==> config.mk <==
export PLATFORM = sky130hd
export DESIGN_NAME = pat_xlate
export DESIGN_NICKNAME = d
export VERILOG_FILES = /design/src/rtl/pat_pkg.sv /design/src/rtl/pat_entry.sv /design/src/rtl/pat_pick.sv /design/src/rtl/pat_fault.sv /design/src/rtl/pat_xlate.sv
export SDC_FILE = /design/constraint.sdc
export NUM_CORES = 1
export LEC_CHECK = 0
export ABC_AREA = 1
export BUFFER_PORTS_ARGS = -buffer_cell sky130_fd_sc_hd__clkbuf_2
export CORE_AREA = 3 3 204 246
export DETAILED_ROUTE_END_ITERATION = 10
export DIE_AREA = 0 0 207 249
export PLACE_DENSITY = 0.7
export RECOVER_POWER = 50
export REMOVE_ABC_BUFFERS = 1
export SETUP_SLACK_MARGIN = 0.1
export SKIP_LAST_GASP = 1
export SYNTH_ARGS = -nofsm -noshare
export SYNTH_HDL_FRONTEND = slang
export SYNTH_SLANG_ARGS = --single-unit
==> constraint.sdc <==
create_clock -name clk -period 9.4 [get_ports clk]
set_input_delay 0.94 -clock clk [delete_from_list [all_inputs] [get_ports clk]]
set_output_delay 0.94 -clock clk [all_outputs]
set_load 0.01 [all_outputs]
==> src/rtl/pat_pkg.sv <==
// Package: shared constants and the maintenance command type for the
// page address translator. Assumes nothing beyond IEEE 1800-2017.
package pat_pkg;

    // Default geometry: 512-word pages, 32 frames, 20-bit virtual space.
    localparam int unsigned PAT_VA_W   = 20;
    localparam int unsigned PAT_OFF_W  = 9;
    localparam int unsigned PAT_FRAMES = 32;

    // Maintenance command decoded once at the top and sent to every entry.
    typedef enum logic [1:0] {
        MNT_IDLE = 2'd0,
        MNT_LOAD = 2'd1,
        MNT_KILL = 2'd2
    } mnt_op_e;

endpackage

==> src/rtl/pat_entry.sv <==
// Module: one frame register holding the resident page number and a valid
// bit, with its own comparator. Assumes the command and frame select are
// broadcast to all entries and that only the entry whose IDX equals the
// select acts on it. An invalid entry never reports a match.
module pat_entry
    import pat_pkg::*;
#(
    parameter int unsigned PG_W  = 11,
    parameter int unsigned IDX_W = 5,
    parameter int unsigned IDX   = 0
) (
    input  logic             clk,
    input  logic             rst_n,
    input  mnt_op_e          op,
    input  logic [IDX_W-1:0] sel,
    input  logic [PG_W-1:0]  wr_page,
    input  logic             wr_valid,
    input  logic [PG_W-1:0]  cmp_page,
    output logic             match
);

    logic            vld_q;
    logic [PG_W-1:0] page_q;
    logic            mine;

    // Decode whether this entry is the maintenance target.
    assign mine = (sel == IDX_W'(IDX));

    // Hold the page and valid bit; an invalidate outranks a load.
    always_ff @(posedge clk) begin
        if (!rst_n) begin
            vld_q  <= 1'b0;
            page_q <= '0;
        end else if (mine && op == MNT_KILL) begin
            vld_q  <= 1'b0;
        end else if (mine && op == MNT_LOAD) begin
            vld_q  <= wr_valid;
            page_q <= wr_page;
        end
    end

    // Compare the requested page against the stored one, gated by valid.
    always_comb begin
        match = vld_q && (page_q == cmp_page);
    end

    // an invalidate leaves the entry invalid on the next cycle.
    p_kill_clears_r9: assert property (@(posedge clk) disable iff (!rst_n)
        (mine && op == MNT_KILL) |=> !vld_q);

    // a load stores exactly the page and valid bit that were offered.
    p_load_stores_r8: assert property (@(posedge clk) disable iff (!rst_n)
        (mine && op == MNT_LOAD) |=>
            (page_q == $past(wr_page) && vld_q == $past(wr_valid)));

    // an entry that was invalid and untouched cannot match afterwards.
    p_invalid_silent_r11: assert property (@(posedge clk) disable iff (!rst_n)
        (!vld_q && !(mine && op == MNT_LOAD)) |=> !match);

endmodule

==> src/rtl/pat_pick.sv <==
// Module: fixed-priority selector over the match vector. Picks the lowest
// matching index, flags any match and flags more than one match.
// Purely combinational; assumes N is at most 2**IDX_W.
module pat_pick #(
    parameter int unsigned N     = 32,
    parameter int unsigned IDX_W = 5
) (
    input  logic [N-1:0]     hits,
    output logic             any,
    output logic             multi,
    output logic [IDX_W-1:0] idx
);

    // Scan from the top down so that the lowest index is assigned last.
    always_comb begin
        idx = '0;
        for (int i = N - 1; i >= 0; i--) begin
            if (hits[i]) begin
                idx = IDX_W'(i);
            end
        end
    end

    // Count the matches: any for one or more, multi for two or more.
    always_comb begin
        int unsigned cnt;
        cnt = 0;
        for (int i = 0; i < N; i++) begin
            cnt = cnt + int'(hits[i]);
        end
        any   = (cnt != 0);
        multi = (cnt > 1);
    end

endmodule

==> src/rtl/pat_fault.sv <==
// Module: page-fault latch. Captures the missing page on a set, keeps it
// until software clears it. Assumes set is never raised while pending,
// because the top stops accepting lookups while a fault is pending.
module pat_fault #(
    parameter int unsigned PG_W = 11
) (
    input  logic            clk,
    input  logic            rst_n,
    input  logic            set,
    input  logic [PG_W-1:0] set_page,
    input  logic            clr,
    output logic            pend,
    output logic [PG_W-1:0] page
);

    // Track the pending fault and the page number that caused it.
    always_ff @(posedge clk) begin
        if (!rst_n) begin
            pend <= 1'b0;
            page <= '0;
        end else if (set) begin
            pend <= 1'b1;
            page <= set_page;
        end else if (pend && clr) begin
            pend <= 1'b0;
        end
    end

    // without a clear, a pending fault and its page stay put.
    p_fault_hold_r6: assert property (@(posedge clk) disable iff (!rst_n)
        (pend && !clr) |=> (pend && $stable(page)));

    // a clear while pending drops the request on the next cycle.
    p_fault_clear_r6: assert property (@(posedge clk) disable iff (!rst_n)
        (pend && clr) |=> !pend);

    // a second fault cannot be raised while one is pending.
    p_no_reset_while_pend_r7: assert property (@(posedge clk) disable iff (!rst_n)
        pend |-> !set);

endmodule

==> src/rtl/pat_xlate.sv <==
// Module: associative page address translator (top). One register per
// core frame; each lookup compares the page against all of them at once
// and returns a registered result one cycle later. A miss raises a
// fault and stalls further lookups until software clears it.
// Assumes lk_vaddr is stable in the cycle lk_req is high.
module pat_xlate
    import pat_pkg::*;
#(
    parameter int unsigned VA_W   = PAT_VA_W,
    parameter int unsigned OFF_W  = PAT_OFF_W,
    parameter int unsigned FRAMES = PAT_FRAMES
) (
    input  logic                                  clk,
    input  logic                                  rst_n,
    input  logic                                  lk_req,
    input  logic [VA_W-1:0]                       lk_vaddr,
    output logic                                  lk_ready,
    output logic                                  rsp_valid,
    output logic                                  rsp_hit,
    output logic                                  rsp_multi,
    output logic [$clog2(FRAMES)+OFF_W-1:0]       rsp_paddr,
    output logic                                  flt_pend,
    output logic [VA_W-OFF_W-1:0]                 flt_page,
    input  logic                                  flt_clr,
    input  logic                                  mnt_we,
    input  logic                                  mnt_inv,
    input  logic [$clog2(FRAMES)-1:0]             mnt_frame,
    input  logic [VA_W-OFF_W-1:0]                 mnt_page,
    input  logic                                  mnt_valid
);

    localparam int unsigned PG_W  = VA_W - OFF_W;
    localparam int unsigned IDX_W = $clog2(FRAMES);
    localparam int unsigned PA_W  = IDX_W + OFF_W;

    logic [PG_W-1:0]  req_page;
    logic [OFF_W-1:0] req_off;
    logic [FRAMES-1:0] hits;
    logic             any_hit;
    logic             many_hit;
    logic [IDX_W-1:0] hit_idx;
    logic             accept;
    mnt_op_e          op;

    // Split the virtual address into page number and offset.
    assign req_page = lk_vaddr[VA_W-1:OFF_W];
    assign req_off  = lk_vaddr[OFF_W-1:0];

    // Accept a lookup only when no fault is waiting for software.
    assign accept   = lk_req && !flt_pend;
    assign lk_ready = !flt_pend;

    // Turn the two maintenance strobes into one command; invalidate wins.
    always_comb begin
        if (mnt_inv) begin
            op = MNT_KILL;
        end else if (mnt_we) begin
            op = MNT_LOAD;
        end else begin
            op = MNT_IDLE;
        end
    end

    // One register and comparator per frame.
    for (genvar g = 0; g < FRAMES; g++) begin : g_frame
        pat_entry #(
            .PG_W (PG_W),
            .IDX_W(IDX_W),
            .IDX  (g)
        ) u_entry (
            .clk     (clk),
            .rst_n   (rst_n),
            .op      (op),
            .sel     (mnt_frame),
            .wr_page (mnt_page),
            .wr_valid(mnt_valid),
            .cmp_page(req_page),
            .match   (hits[g])
        );
    end

    pat_pick #(
        .N    (FRAMES),
        .IDX_W(IDX_W)
    ) u_pick (
        .hits (hits),
        .any  (any_hit),
        .multi(many_hit),
        .idx  (hit_idx)
    );

    pat_fault #(
        .PG_W(PG_W)
    ) u_fault (
        .clk     (clk),
        .rst_n   (rst_n),
        .set     (accept && !any_hit),
        .set_page(req_page),
        .clr     (flt_clr),
        .pend    (flt_pend),
        .page    (flt_page)
    );

    // Register the lookup result one cycle after the request is accepted.
    always_ff @(posedge clk) begin
        if (!rst_n) begin
            rsp_valid <= 1'b0;
            rsp_hit   <= 1'b0;
            rsp_multi <= 1'b0;
            rsp_paddr <= '0;
        end else begin
            rsp_valid <= accept;
            if (accept) begin
                rsp_hit   <= any_hit;
                rsp_multi <= many_hit;
                rsp_paddr <= any_hit ? {hit_idx, req_off} : PA_W'(0);
            end
        end
    end

    // on a hit the low bits equal the offset that was requested.
    p_offset_pass_r1: assert property (@(posedge clk) disable iff (!rst_n)
        (rsp_valid && rsp_hit) |-> (rsp_paddr[OFF_W-1:0] == $past(req_off)));

    // the selected frame is one that actually matched.
    p_pick_member_r4: assert property (@(posedge clk) disable iff (!rst_n)
        any_hit |-> hits[hit_idx]);

    // a multi-match flag only comes with a hit.
    p_multi_is_hit_r4: assert property (@(posedge clk) disable iff (!rst_n)
        (rsp_valid && rsp_multi) |-> rsp_hit);

    // a miss response comes with the fault request raised.
    p_miss_faults_r5: assert property (@(posedge clk) disable iff (!rst_n)
        (rsp_valid && !rsp_hit) |-> flt_pend);

    // a stalled cycle yields no response on the next one.
    p_stall_silent_r7: assert property (@(posedge clk) disable iff (!rst_n)
        flt_pend |=> !rsp_valid);

    // every request taken produces a response one cycle later.
    p_one_cycle_r10: assert property (@(posedge clk) disable iff (!rst_n)
        (lk_req && lk_ready) |=> rsp_valid);

endmodule

==> impl_metrics.py <==
metrics = {
    "run_status": {
        "status": "complete, but fails checks",
        "violations": "max-capacitance violations, max-slew violations",
    },
    "power": {
        "switching_share": 0.2609,
        "power.density_nw_per_um2": 165.3,
        "p_int_w": 0.002870,
        "ir_drop_mv": 0.1119,
        "seqPwrFrac": 0.458,
        "p_sw_w": 0.001013,
        "p_leak_nw": 8.899,
        "clockPowerShare": 0.446,
        "power_frac_comb": 0.096,
    },
    "timing": {
        "tightestPinTransition_ns": 2.501,
        "rsz0062_at_grt": "false",
        "setup_viol": 0,
        "fin_setup_tns_ns": 0,
        "drv_slew": 69,
        "slew_headroom": -0.6671,
        "period_minus_slack_ns": 8.271,
        "whs_ns": 0.4488,
        "hold_viol_final": 0,
        "min_period_over_period": 0.8799,
        "finClkSkew_ns": 0.02254,
        "max_freq_mhz": 120.9,
    },
    "cts": {
        "cts_setup_buffers": 0,
        "cts_tree": "done",
        "cts_buffers": 43,
        "clk_latency_ns": 0.56,
        "clock-root-buffer": "clkbuf_16",
        "path_clk_slew_ns": 0.06,
        "clock-sinks": 413,
        "htree_num_levels": 2,
        "postCtsResizedCells": 0,
        "cts_buffer_depth": 3,
        "cts_hold_buf": 0,
    },
    "floorplanning": {
        "dieArea_sq_um": 51540,
        "core_area_sq_um": 48010,
        "start_util": 0.4482,
        "die_y_um": 249,
        "die_w_um": 207,
        "placementRows": 88,
        "pin_count": 73,
    },
    "route": {
        "dr.pass1.iters": 8,
        "wl_mm": 74.69,
        "avgViaCountPerCell": 5.642,
        "ant_nets": 0,
        "num_vias": 20931,
        "drt_iter0_drc": 2268,
        "routedWlPerCell_um": 20.13,
        "drc": 0,
    },
    "logic_synthesis": {
        "yosysTopAreaCell": "dfxtp_1",
        "synth_edf_count": 0,
        "syn_area_per_cell_sq_um": 6.974,
        "synth_area_leaders": "dfxtp_1 (38%), o21ai_0 (9.9%), nor2_1 (8.9%)",
        "synth_common_cells": "nor2_1 (512), o21ai_0 (426), dfxtp_1 (413)",
        "ys_ff_latch": 413,
        "synth.distinct_cells": 56,
        "ys.flop_type": "dfxtp_1",
        "synth_area_sq_um": 21510,
        "ys_warn_count": 0,
        "async_reset_ff_frac": 0,
        "synth.top_cell.area_share": 0.3843,
        "yosysMostFrequentCell": "nor2_1",
        "synth_cells": 3085,
        "yosysSeqAreaShare": 0.3843,
    },
    "layout": {
        "syn_to_final_growth_pct": 9.171,
        "nNetsFinal": 3123,
        "drive_above_1_share": 0.07175,
        "multi_input_area_sq_um": 10970,
        "seq_area_sq_um": 8268,
        "fillers": 4841,
        "num_antenna_cells": 0,
    },
    "setup_path": {
        "critical_path_peak_fanout": 29,
        "start_kind": "primary input",
        "path_class": "primary input to register",
        "critical_path.endpoint_type": "register",
        "cp_data_required_time_ns": 9.88,
        "arrival_ns": 8.75,
    },
    "global_routing": {
        "grt_pass1_vias": 19225,
        "grt_pass1_wl_mm": 112.6,
        "gr-total-overflow": 0,
        "grt_start_max_net_pins": 174,
        "grt_use_total": 0.2754,
        "antenna_found_initial": 1,
    },
    "placement": {
        "place.port_buffers": 72,
        "gp_congestion": 0.9427,
        "hpwl_mm": 45.36,
    },
    "flow_run": {
        "cap_violations": 2,
    },
    "hold_path": {
        "min_path_type": "register to register",
    },
}
## per-stage QoR
step / std cells / power [W] / worst slack (ns) / cell area [sq um] / util
floorplan: 2879 / 0.001983 / 1.038 / 20550 / -
CTS: 3710 / 0.003883 / 1.180 / 23530 / 0.4902
global placement: 3633 / 0.002179 / 0.7772 / 22110 / 0.4606
detailed placement: 3633 / 0.002180 / 0.6267 / 22110 / 0.4606
finish: 3710 / 0.003883 / 1.129 / 23490 / 0.4893
global route: 3710 / 0.003992 / 0.5696 / 23490 / 0.4893
## sequential cells by signal (all words and copies together), names as in the netlist
| name | flops |
|---|---|
| rsp_paddr | 14 |
| g_frame.u_entry.vld_q | 32 |
| u_fault.page | 11 |
| rsp_multi | 1 |
| g_frame.u_entry.page_q | 352 |
| rsp_hit | 1 |
| u_fault.pend | 1 |
| rsp_valid | 1 |
## cells by family (layout without fill, tap and decap cells)
kind of cell | Yosys count | count (layout) | share of synthesized area
buffers and inverters | 555 | 550 | 0.1063
AO/OA/AOI/OAI | 814 | 814 | 0.2099
XOR/XNOR | 98 | 98 | 0.03990
AND/OR/NAND/NOR | 1173 | 1173 | 0.2330
flip-flops | 413 | 413 | 0.3843
adder cells (fa/ha/maj) | 32 | 32 | 0.02664
## layout make-up
| type | instances | area share |
|---|---|---|
| clock inverters | 16 | 0.007405 |
| clock buffers | 61 | 0.05300 |
| inverters | 349 | 0.05609 |
| well taps | 630 | 0.03356 |
| flip-flops and latches | 413 | 0.3520 |
| repair buffers | 124 | 0.03100 |
| multi-input cells | 2117 | 0.4669 |
## power groups by stage
stage	logic, W	clock network [W]	registers [W]
final	0.000373	0.00173	0.00178
after global routing	0.000399	0.00181	0.00178
after CTS	0.000365	0.00174	0.00178
after detailed placement	0.000363	0	0.00182
after global placement	0.000362	0	0.00182
after floorplan	0.000166	0	0.00182
## layout by cell type, fill, tap and decap left out, drive strengths merged, types with 2 or more instances in the layout
cell type	n
clkbuf	134
or2	28
o2111a	3
nor3b	6
nand2	399
nand3	91
a21oi	238
or4	8
nand3b	4
inv	343
a221oi	7
a2111o	2
a2111oi	19
nand4	47
nor4	48
nor3	26
o22ai	46
and3	2
buf	51
a31o	2
a311oi	18
a211oi	4
xnor2	29
bufinv	3
nor2	512
o2111ai	21
clkinv	19
xor2	69
dfxtp	413
o21ai	431
o221ai	6
o211ai	11
ha	9
fa	23
## routing by layer
layer  GRT usage  share of wire  up-vias
met5           0              0        -
met4      0.1310          0.057        0
met3     0.04069          0.089      235
met2      0.4571           0.46      971
met1      0.3529           0.40     9607
li1            -              -    10118
## final timing paths
| check | startpoint | to | slack, ns | depth (start not counted) |
|---|---|---|---|---|
| worst min-delay path | g_frame[13].u_entry.vld_q | g_frame[13].u_entry.vld_q | 0.45 | 2 |
| worst max register to register | g_frame[1].u_entry.page_q[2] | u_fault.page[9] | 1.53 | 27 |
| worst max-delay path | lk_vaddr[18] | u_fault.page[9] | 1.13 | 24 |
| worst min register to register | g_frame[13].u_entry.vld_q | g_frame[13].u_entry.vld_q | 0.45 | 2 |
## critical path: stages
cell and delay, ns:
clkbuf_2 0.15, buf_4 0.48, o21ai_0 0.16, a2111oi_0 0.40
nand2_1 0.10, nor4_1 0.60, fa_1 0.56, fa_1 0.50
fa_1 0.53, fa_1 0.53, fa_1 0.55, inv_1 0.05
fa_1 0.50, fa_1 0.42, inv_1 0.09, fa_1 0.40
nor2_1 0.09, o21ai_0 0.10, nor4_1 0.28, nand3_1 0.49
nor2_1 0.23, buf_4 0.27, o21ai_0 0.12, a21oi_1 0.17
(Power assumes the default switching activity.)
